--- src/rtl/tpe_pkg.sv ---
`timescale 1ns/1ps
package tpe_pkg;

  typedef enum logic [1:0] {
    PH_LOAD = 2'd0,
    PH_SYS  = 2'd1,
    PH_PAR1 = 2'd2,
    PH_PAR2 = 2'd3
  } phase_e;

  // Quadratic permutation position: (f1*k + f2*k^2) mod n
  function automatic int unsigned perm_pos(int unsigned k, int unsigned n,
                                           int unsigned f1, int unsigned f2);
    return (f1 * k + f2 * k * k) % n;
  endfunction

  // One step of the 7/5 recursive systematic encoder.
  // st = {s2, s1}; result = {parity, next_s2, next_s1}
  function automatic logic [2:0] rsc75_next(logic [1:0] st, logic u);
    logic fb;
    fb = u ^ st[0] ^ st[1];
    return {fb ^ st[1], st[0], fb};
  endfunction

endpackage

--- src/rtl/tpe_rsc.sv ---
`timescale 1ns/1ps
module tpe_rsc
  import tpe_pkg::*;
(
  input  logic       clk,
  input  logic       rst_n,
  input  logic       clear,
  input  logic       advance,
  input  logic       u,
  output logic       parity,
  output logic [1:0] state
);
  logic [2:0] step_res;

  assign step_res = rsc75_next(state, u);
  assign parity   = step_res[2];

  always_ff @(posedge clk) begin
    if (!rst_n)       state <= '0;
    else if (clear)   state <= '0;
    else if (advance) state <= step_res[1:0];
  end
endmodule

--- src/rtl/tpe_seq.sv ---
`timescale 1ns/1ps
module tpe_seq
  import tpe_pkg::*;
#(
  parameter int FRAME_LEN = 16,
  parameter int AW        = 4
) (
  input  logic          clk,
  input  logic          rst_n,
  input  logic          in_valid,
  input  logic          in_sof,
  input  logic          punct_en,
  output phase_e        phase,
  output logic          in_ready,
  output logic          wr_en,
  output logic [AW-1:0] wr_pos,
  output logic [AW-1:0] rd_pos,
  output logic          punct_q,
  output logic          frame_start,
  output logic          load_done,
  output logic          emit_last
);
  localparam int IW = AW + 2;

  logic [IW-1:0] load_cnt, wr_cnt, idx, stride, idx_nx;
  logic          accept, par_end;

  assign in_ready    = (phase == PH_LOAD);
  assign accept      = in_valid && in_ready;
  assign frame_start = accept && in_sof;
  assign wr_en       = accept && (in_sof || load_cnt != '0);
  assign wr_cnt      = frame_start ? '0 : load_cnt;
  assign wr_pos      = wr_cnt[AW-1:0];
  assign load_done   = wr_en && (wr_cnt == IW'(FRAME_LEN - 1));
  assign stride      = punct_q ? IW'(2) : IW'(1);
  assign idx_nx      = idx + stride;
  assign par_end     = (idx_nx >= IW'(FRAME_LEN));
  assign emit_last   = (phase == PH_PAR2) && par_end;
  assign rd_pos      = idx[AW-1:0];

  always_ff @(posedge clk) begin
    if (!rst_n) begin
      phase    <= PH_LOAD;
      load_cnt <= '0;
      idx      <= '0;
      punct_q  <= 1'b0;
    end else begin
      case (phase)
        PH_LOAD: begin
          if (wr_en)       load_cnt <= load_done ? '0 : wr_cnt + IW'(1);
          if (frame_start) punct_q  <= punct_en;
          if (load_done) begin
            phase <= PH_SYS;
            idx   <= '0;
          end
        end
        PH_SYS: begin
          if (idx == IW'(FRAME_LEN - 1)) begin
            phase <= PH_PAR1;
            idx   <= '0;
          end else begin
            idx <= idx + IW'(1);
          end
        end
        PH_PAR1: begin
          if (par_end) begin
            phase <= PH_PAR2;
            idx   <= punct_q ? IW'(1) : IW'(0);
          end else begin
            idx <= idx_nx;
          end
        end
        default: begin
          if (par_end) begin
            phase <= PH_LOAD;
            idx   <= '0;
          end else begin
            idx <= idx_nx;
          end
        end
      endcase
    end
  end
endmodule

--- src/rtl/turbo_pcc_enc.sv ---
`timescale 1ns/1ps
module turbo_pcc_enc
  import tpe_pkg::*;
#(
  parameter int FRAME_LEN = 16,
  parameter int PERM_F1   = 3,
  parameter int PERM_F2   = 4
) (
  input  logic clk,
  input  logic rst_n,
  input  logic in_valid,
  output logic in_ready,
  input  logic in_bit,
  input  logic in_sof,
  input  logic punct_en,
  output logic out_valid,
  output logic out_bit,
  output logic out_eof
);
  localparam int AW = (FRAME_LEN > 1) ? $clog2(FRAME_LEN) : 1;

  phase_e               phase;
  logic                 wr_en, punct_q, frame_start, load_done, emit_last;
  logic [AW-1:0]        wr_pos, rd_pos;
  logic [FRAME_LEN-1:0] data_q, par1_q, par2_q;
  logic [AW-1:0]        perm_tab [FRAME_LEN];
  logic                 sys_step;
  logic                 enc_u   [2];
  logic                 enc_par [2];
  logic [1:0]           enc_st  [2];
  logic [1:0]           enc1_st, enc2_st;

  tpe_seq #(.FRAME_LEN(FRAME_LEN), .AW(AW)) u_seq (
    .clk         (clk),
    .rst_n       (rst_n),
    .in_valid    (in_valid),
    .in_sof      (in_sof),
    .punct_en    (punct_en),
    .phase       (phase),
    .in_ready    (in_ready),
    .wr_en       (wr_en),
    .wr_pos      (wr_pos),
    .rd_pos      (rd_pos),
    .punct_q     (punct_q),
    .frame_start (frame_start),
    .load_done   (load_done),
    .emit_last   (emit_last)
  );

  // Constant permutation table, one entry per bit position
  for (genvar g = 0; g < FRAME_LEN; g++) begin : g_perm
    assign perm_tab[g] = AW'(perm_pos(g, FRAME_LEN, PERM_F1, PERM_F2));
  end

  always_ff @(posedge clk) begin
    if (!rst_n)     data_q <= '0;
    else if (wr_en) data_q[wr_pos] <= in_bit;
  end

  assign sys_step = (phase == PH_SYS);
  assign enc_u[0] = data_q[rd_pos];
  assign enc_u[1] = data_q[perm_tab[rd_pos]];

  for (genvar e = 0; e < 2; e++) begin : g_enc
    tpe_rsc u_rsc (
      .clk     (clk),
      .rst_n   (rst_n),
      .clear   (frame_start),
      .advance (sys_step),
      .u       (enc_u[e]),
      .parity  (enc_par[e]),
      .state   (enc_st[e])
    );
  end

  assign enc1_st = enc_st[0];
  assign enc2_st = enc_st[1];

  always_ff @(posedge clk) begin
    if (!rst_n) begin
      par1_q <= '0;
      par2_q <= '0;
    end else if (sys_step) begin
      par1_q[rd_pos] <= enc_par[0];
      par2_q[rd_pos] <= enc_par[1];
    end
  end

  always_comb begin
    case (phase)
      PH_SYS:  out_bit = data_q[rd_pos];
      PH_PAR1: out_bit = par1_q[rd_pos];
      PH_PAR2: out_bit = par2_q[rd_pos];
      default: out_bit = 1'b0;
    endcase
  end

  assign out_valid = (phase != PH_LOAD);
  assign out_eof   = emit_last;
endmodule

--- config.mk ---
export PLATFORM = sky130hd
export DESIGN_NAME = turbo_pcc_enc
export DESIGN_NICKNAME = d
export VERILOG_FILES = /design/src/rtl/tpe_pkg.sv /design/src/rtl/tpe_rsc.sv /design/src/rtl/tpe_seq.sv /design/src/rtl/turbo_pcc_enc.sv
export SDC_FILE = /design/constraint.sdc
export NUM_CORES = 1
export LEC_CHECK = 0
export BUFFER_PORTS_ARGS = -buffer_cell sky130_fd_sc_hd__buf_2
export CORE_MARGIN = 4
export CORE_UTILIZATION = 35
export CTS_CLUSTER_DIAMETER = 60
export DETAILED_ROUTE_END_ITERATION = 10
export PLACE_DENSITY_LB_ADDON = 0.15
export SYNTH_ARGS = -nofsm -noshare
export SYNTH_HDL_FRONTEND = slang
export SYNTH_SLANG_ARGS = --single-unit
--- constraint.sdc ---
create_clock -name clk -period 3.52 [get_ports clk]
set_clock_uncertainty 0.1 [all_clocks]
set_input_delay 0.176 -clock clk [delete_from_list [all_inputs] [get_ports clk]]
set_output_delay 0.176 -clock clk [all_outputs]
set_load 0.05 [all_outputs]
## Yosys cells after proc, flatten, opt, wreduce, memory -nomap -nowiden

Memories as Yosys holds them, arrays and structs flattened.
Cells that the tools add are included.

| word-level totals | value |
|---|---|
| ROM bits | 64 |
| latch bits | 0 |
| bits of input ports | 6 |
| register bits | 67 |
| output and inout port bits | 4 |
| bits in writable memories | 0 |
| word-level logic and storage cells | 84 |
| memories kept | 1 |

Memories:

| memory | depth | bits a word | read ports | clocked after memory_dff | write ports | RTL line | text |
|---|---|---|---|---|---|---|---|
| (name not given) | 16 | 4 | 1 | 0 | 0 | turbo_pcc_enc.sv:62 | `assign enc_u[1] = data_q[perm_tab[rd_pos]];` |

| cells by class | value |
|---|---|
| muxes and demuxes | 32 |
| div/mod/pow operators | 0 |
| shift-type cells | 0 |
| multipliers | 0 |
| $lt $le $gt $ge | 7 |
| add/subtract/negate cells | 3 |
| equal/unequal tests | 8 |
| reductions and logical operators | 16 |
| bitwise operators | 8 |

Operator list:

| operator | count |
|---|---|
| 16-bit bitwise mux | 3 |
| 6-bit two-way mux | 6 |
| 6-bit case mux with 3 select lines | 1 |
| 1-bit binary-select mux with 4-bit select | 4 |
| 4-bit by 5-bit less-than comparator with 1-bit output (second input constant) | 3 |
| 6-bit by 1-bit adder with 6-bit output (second input constant) | 2 |
| 6-bit by 4-bit == test with 1-bit output (second input constant) | 2 |
| 2-bit two-way mux | 5 |
| 1-bit demux with 4-bit select | 2 |
| 4-bit by 1-bit greater-or-equal comparator with 1-bit output (second input constant) | 2 |
| 4-bit two-way mux | 2 |
| 1-bit logical AND | 7 |
| 1-bit two-way mux | 7 |
| 6-bit adder | 1 |
| 6-bit by 5-bit greater-or-equal comparator with 1-bit output (second input constant) | 1 |
| 2-bit case mux with 3 select lines | 1 |
| 6-bit nonzero test | 1 |
| 1-bit bitwise XOR | 6 |
| 5-bit greater-or-equal comparator (second input constant) | 1 |
| 4-bit NOT with 5-bit output | 1 |
| 2-bit == test (second input constant) | 2 |
| 2-bit != test (second input constant) | 2 |
| 2-bit AND reduction | 2 |
| 4-bit AND reduction | 1 |
| 9 further kinds | 9 |

## Depth between registers and ports, before layout

| depth | value |
|---|---|
| depth after elaboration | 10 |
| mapped depth | 13 |
| gate-level depth less buffers | 12 |

## Cells and area by module

Synthesis repeated with hierarchy kept, for this count alone.

| second synthesis, totals | value |
|---|---|
| cell total of the unflattened synthesis | 481 |
| area total of the unflattened synthesis | 4126.5 µm² |

By module, submodules not included:

| module | cells an instance | times used | area each (µm²) | sequential area each (µm²) |
|---|---|---|---|---|
| turbo_pcc_enc | 315 | 1 | 2717.6 | 960.9 |
| tpe_seq | 144 | 1 | 1186.1 | 300.3 |
| tpe_rsc | 11 | 2 | 111.4 | 40.0 |

## Worst setup path after synthesis

No wires, ideal clock.

| path | value |
|---|---|
| path kind | register -> register |
| start point | reg u_seq.phase[0] |
| end point | reg u_seq.phase[0] |
| slack | 380 ps |
| cell stages (with the launch flop) | 13 |
| buffers on the path | 1 |
| arrival time | 2970 ps |
| library setup time | 70 ps |
| clock period less this slack | 3140 ps |
| required time | 3350 ps |
| cells stage by stage | dfxtp_1 > inv_1 > ha_1 > buf_2 > nand3_1 > and2_1 > ha_1 > and3_1 > nand3_1 > o21ai_2 > o211ai_1 > or3_1 > a21oi_1 |

| on the way | value |
|---|---|
| longest elaborated chain between the ends | 8 |
| elaborated cells between the ends (all ways) | 15 |
| those cells by class | 6 x eq/ne; 2 x mux; 7 x reduce/logical |

RTL lines:

| item | RTL line | text |
|---|---|---|
| start, declared | tpe_seq.sv:13 | `output phase_e phase,` |
| start signal, assigned | tpe_seq.sv:43 | `phase <= PH_LOAD;` |
| start signal, assigned | tpe_seq.sv:53 | `phase <= PH_SYS;` |
| start signal, assigned | tpe_seq.sv:59 | `phase <= PH_PAR1;` |
| 2-bit logical NOT (*) | tpe_seq.sv:28 | `assign in_ready = (phase == PH_LOAD);` |
| named net in_ready | turbo_pcc_enc.sv:12 | `output logic in_ready,` |
| 1-bit logical AND | tpe_seq.sv:29 | `assign accept = in_valid && in_ready;` |
| 1-bit logical AND | tpe_seq.sv:30 | `assign frame_start = accept && in_sof;` |
| 6-bit two-way mux | tpe_seq.sv:32 | `assign wr_cnt = frame_start ? '0 : load_cnt;` |
| 6-bit by 4-bit == test with 1-bit output | tpe_seq.sv:34 | `assign load_done = wr_en && (wr_cnt == IW'(FRAME_LEN - 1));` |
| 1-bit logical AND | tpe_seq.sv:34 |  |
| 2-bit != test (no source line) | - |  |
| 4-bit AND reduction (no source line) | - |  |

Mark *: on every way through the listed nets, which the timed path passes. The rest lies on a longest branch.
A chain may end at the register's enable or synchronous reset.

## Worst setup path after layout

| path | value |
|---|---|
| start point | reg u_seq.phase[0] |
| end point | reg u_seq.phase[0] |

| on the way | value |
|---|---|
| longest elaborated chain between the ends | 8 |
| elaborated cells between the ends (all ways) | 15 |
| those cells by class | 6 x eq/ne; 2 x mux; 7 x reduce/logical |

RTL lines:

| item | RTL line |
|---|---|
| 2-bit logical NOT | tpe_seq.sv:28, tpe_seq.sv:48 |
| 1-bit logical AND | tpe_seq.sv:29 |
| 1-bit logical AND | tpe_seq.sv:30 |
| 6-bit two-way mux | tpe_seq.sv:32 |
| 6-bit by 4-bit == test with 1-bit output | tpe_seq.sv:34 |
| 1-bit logical AND | tpe_seq.sv:34 |
| 2-bit != test (no source line) | - |
| 4-bit AND reduction (no source line) | - |

Parallel ways exist; a longest one is shown, timed or not.

==> summary.txt <==
Run status
  – Status: finished, final reports clean

Drt
  – DR WL/cell: 15.5 microns
  – Initial DRC count: 255
  – Drt pass-1 iters: 4
  – Total Routed Length: 9210 microns
  – Vias per cell: 5.32
  – DRC Markers: 0
  – Via count: 3,153
  – Routed Antenna Nets: 0

Logic synthesis
  – Synth Net Count: 469
  – Register area share after synthesis: 34.1%
  – Post-synth EDFFs: 0
  – Main synth FF type: dfxtp_1
  – Syn avg cell area: 8.85 sq um
  – Post-synth top area share: 34.1%
  – Area of the mapped netlist: 0.00393 sq mm
  – Seq cells post-synth: 67
  – Async S/R FF share, synth: 0%
  – Synth area leader: dfxtp_1
  – Synth top area cells: dfxtp_1 34%, mux2i_1 7.9%, mux4_1 7.4%
  – Synthesis Warnings: 0
  – Cell variety after synth: 56
  – Post-Synthesis Cells: 444

Worst setup path
  – Cell count along the critical path: 11
  – R2R cell count: 11
  – Crit path launch type: register
  – Crit Path Class: reg2reg
  – CP Data Arrival Time: 3120 ps
  – Worst EP required: 3680 ps
  – Max FO, Critical Path: 6
  – CP Capture Type: register
  – CP Buf/Inv Count: 1
  – Top Family by Delay on Critical Path: simple AND/OR/NAND/NOR gates
  – Max stage delay on crit path: 410 ps
  – Crit-path cells: inv_1 -> ha_1 -> nand3_1 -> and2_1 -> ha_1 -> and3_1 -> nand3_1 -> o21ai_2 -> o211ai_1 -> or3_1 -> a21oi_1
  – Slowest cell on crit path: dfxtp_1

Timing
  – Worst-Margin Slew: 1060 ps
  – RSZ-0062 raised after global routing: no
  – Final Max Tran Viols: 0
  – Tmin final: 2960 ps
  – Hold_ws: 128 ps
  – Setup_tns: 0 ps
  – Final period util: 84.1%
  – Endpoints failing setup: 0
  – Final Hold Viols: 0
  – Achievable Freq: 338 MHz
  – Slew headroom: 28.9%

Final layout
  – Multi-input gate area: 0.00241 sq mm
  – Area Growth Syn to Fin: 11.7%
  – # fillers: 1,090
  – ANT cells: 0
  – Share of cells above drive strength 1: 12.6%
  – Fin nets: 473
  – Reg area: 0.00134 sq mm

Global routing
  – Total GRT Usage: 15.1%
  – First-pass GRT wire length: 15,500 microns
  – Via count of the first global-routing pass: 2,945
  – GRT overflow: 0
  – Antenna violations before repair: 0
  – Largest net degree at the start of global routing: 55

Power and ir drop
  – Clk pwr share: 52.4%
  – P_leak: 1.67 nW
  – Maximum VDD drop: 189 uV
  – Power share of the sequential group: 43.5%
  – Logic pwr share: 4.1%
  – PwrDens: 400 mW/mm^2
  – Net Sw Frac: 23.3%
  – Net Sw Power: 408 uW
  – Internal cell power: 1.35 mW

Clocking
  – CTS root buf: clkbuf_16
  – Worst-Skew Late Latency: 340 ps
  – Post-CTS Setup Inserts: 0
  – Worst-case clock buffer depth: 2
  – Total CTS buffers: 9
  – CTS tree: done
  – H-tree levels: 3
  – Worst-path clk slew: 60 ps
  – Clock sink total: 67

Placed design
  – GP Congestion: 0.790
  – Port bufs: 9
  – Post-DP HPWL: 6510 microns

Worst hold path
  – Min-Delay Path Class: in2reg
  – Hold depth: 3

Die
  – Io pins: 10
  – Die Y: 114 microns
  – Starting Density: 35.9%
  – Die width: 114 microns
  – Placement Rows: 38
  – Area of the core: 0.0109 sq mm
  – Die ar.: 0.0130 sq mm

Run
  – Number of max-cap violations: 0
==> power by group through the flow <==
stage / combinational (mW) / sequential [mW] / clock (mW)
3_3_place_gp: 0.0721 / 0.781 / 0
4_1_cts: 0.0722 / 0.764 / 0.936
5_1_grt: 0.0792 / 0.764 / 0.965
3_5_place_dp: 0.0712 / 0.781 / 0
6_report: 0.0717 / 0.764 / 0.921
2_1_floorplan: 0.0510 / 0.780 / 0
==> worst reg2reg max path: cells and delay by family (launching register included) <==
| family | cells | cell delay [ps] |
|---|---|---|
| fa+ha+maj | 2 | 540 |
| buf+inv | 1 | 110 |
| flops | 1 | 410 |
| simple gates | 5 | 1120 |
| compound gates | 3 | 620 |
==> state kept, by name (all words and copies together) (netlist names) <==
signal	flops
par1_q	16
g_enc.u_rsc.state	4
u_seq.load_cnt	6
u_seq.idx	6
u_seq.punct_q	1
data_q	16
u_seq.phase	2
par2_q	16
==> worst paths after layout <==
kind	startpoint	to	slack (ps)
hold reg to reg	par1_q[2]	par1_q[2]	370
setup / recovery	u_seq.phase[0]	u_seq.phase[0]	560
hold / removal	in_bit	data_q[15]	130
setup reg to reg	u_seq.phase[0]	u_seq.phase[0]	560
==> what timing repair did <==
item,in CTS,in global routing
endpoints found under the setup margin,0,0
hold buffers,1,0
gates resized for setup,0,0
endpoints found under the hold margin,1,0
==> cell usage in the layout, fill, tap and decap left out, types with 10 or more instances in the layout <==
cell type,n
a21oi_1,19
a21oi_2,10
dfxtp_1,67
ha_1,18
inv_1,10
mux2i_1,31
mux4_1,11
nand2_1,73
nor2_1,52
o21ai_0,23
o22ai_1,16
==> synth_stat cells (2+ instances only) <==
cell,number
mux4_1,11
nand3_1,8
buf_1,3
a31oi_1,5
mux2i_1,31
xor2_1,2
or3_1,2
nor2b_1,5
clkbuf_1,15
o31ai_1,4
o21ai_0,23
nor2_1,52
o21a_1,2
o22ai_1,16
a21oi_2,10
ha_1,18
mux4_2,5
nand2_1,73
and2_1,5
a22oi_1,6
xnor2_1,2
nor4b_1,2
a21oi_1,19
nand2b_1,3
a31o_2,2
buf_12,2
nor3_1,8
buf_6,2
buf_2,4
inv_1,10
dfxtp_1,67
and3_1,3
==> kinds of logic after synthesis <==
group | after synthesis | synth area share, %
AOI/OAI and AO/OA | 101 | 16.7
xor gates and xnor gates | 5 | 1.31
muxes | 48 | 18.4
and+or+nand+nor | 167 | 18.4
adders and majority gates | 19 | 6.24
buffers and inverters | 37 | 4.87
DFF | 67 | 34.1
==> metrics by stage <==
stage / util, % / instances / area (sq um) / setup WS, ps / power [mW]
6_report: 40.1 / 593 / 4390 / 558 / 1.76
3_3_place_gp: 37.3 / 576 / 4080 / 553 / 0.853
4_1_cts: 40.1 / 593 / 4390 / 535 / 1.77
5_1_grt: 40.1 / 593 / 4390 / 259 / 1.81
2_1_floorplan: - / 444 / 3930 / 380 / 0.831
3_5_place_dp: 37.3 / 576 / 4080 / 561 / 0.852
==> area by class of cell <==
cell class	instances	area share, %
clock buffers	10	5.44
clock inverters	6	1.48
inverters	11	0.940
multi-input cells	340	54.8
flip-flops and latches	67	30.6
well taps	140	3.99
repair buffers	19	2.79
==> layer usage <==
| layer | wire length (microns) | global-route usage (%) | vias to the layer above |
|---|---|---|---|
| met5 | 0 | 0 | - |
| met4 | 180 | 6.89 | 0 |
| met3 | 378 | 2.60 | 14 |
| met2 | 3830 | 21.7 | 68 |
| met1 | 4830 | 22.0 | 1467 |
| li1 | - | - | 1604 |
Power figures use the tool's default switching activity.
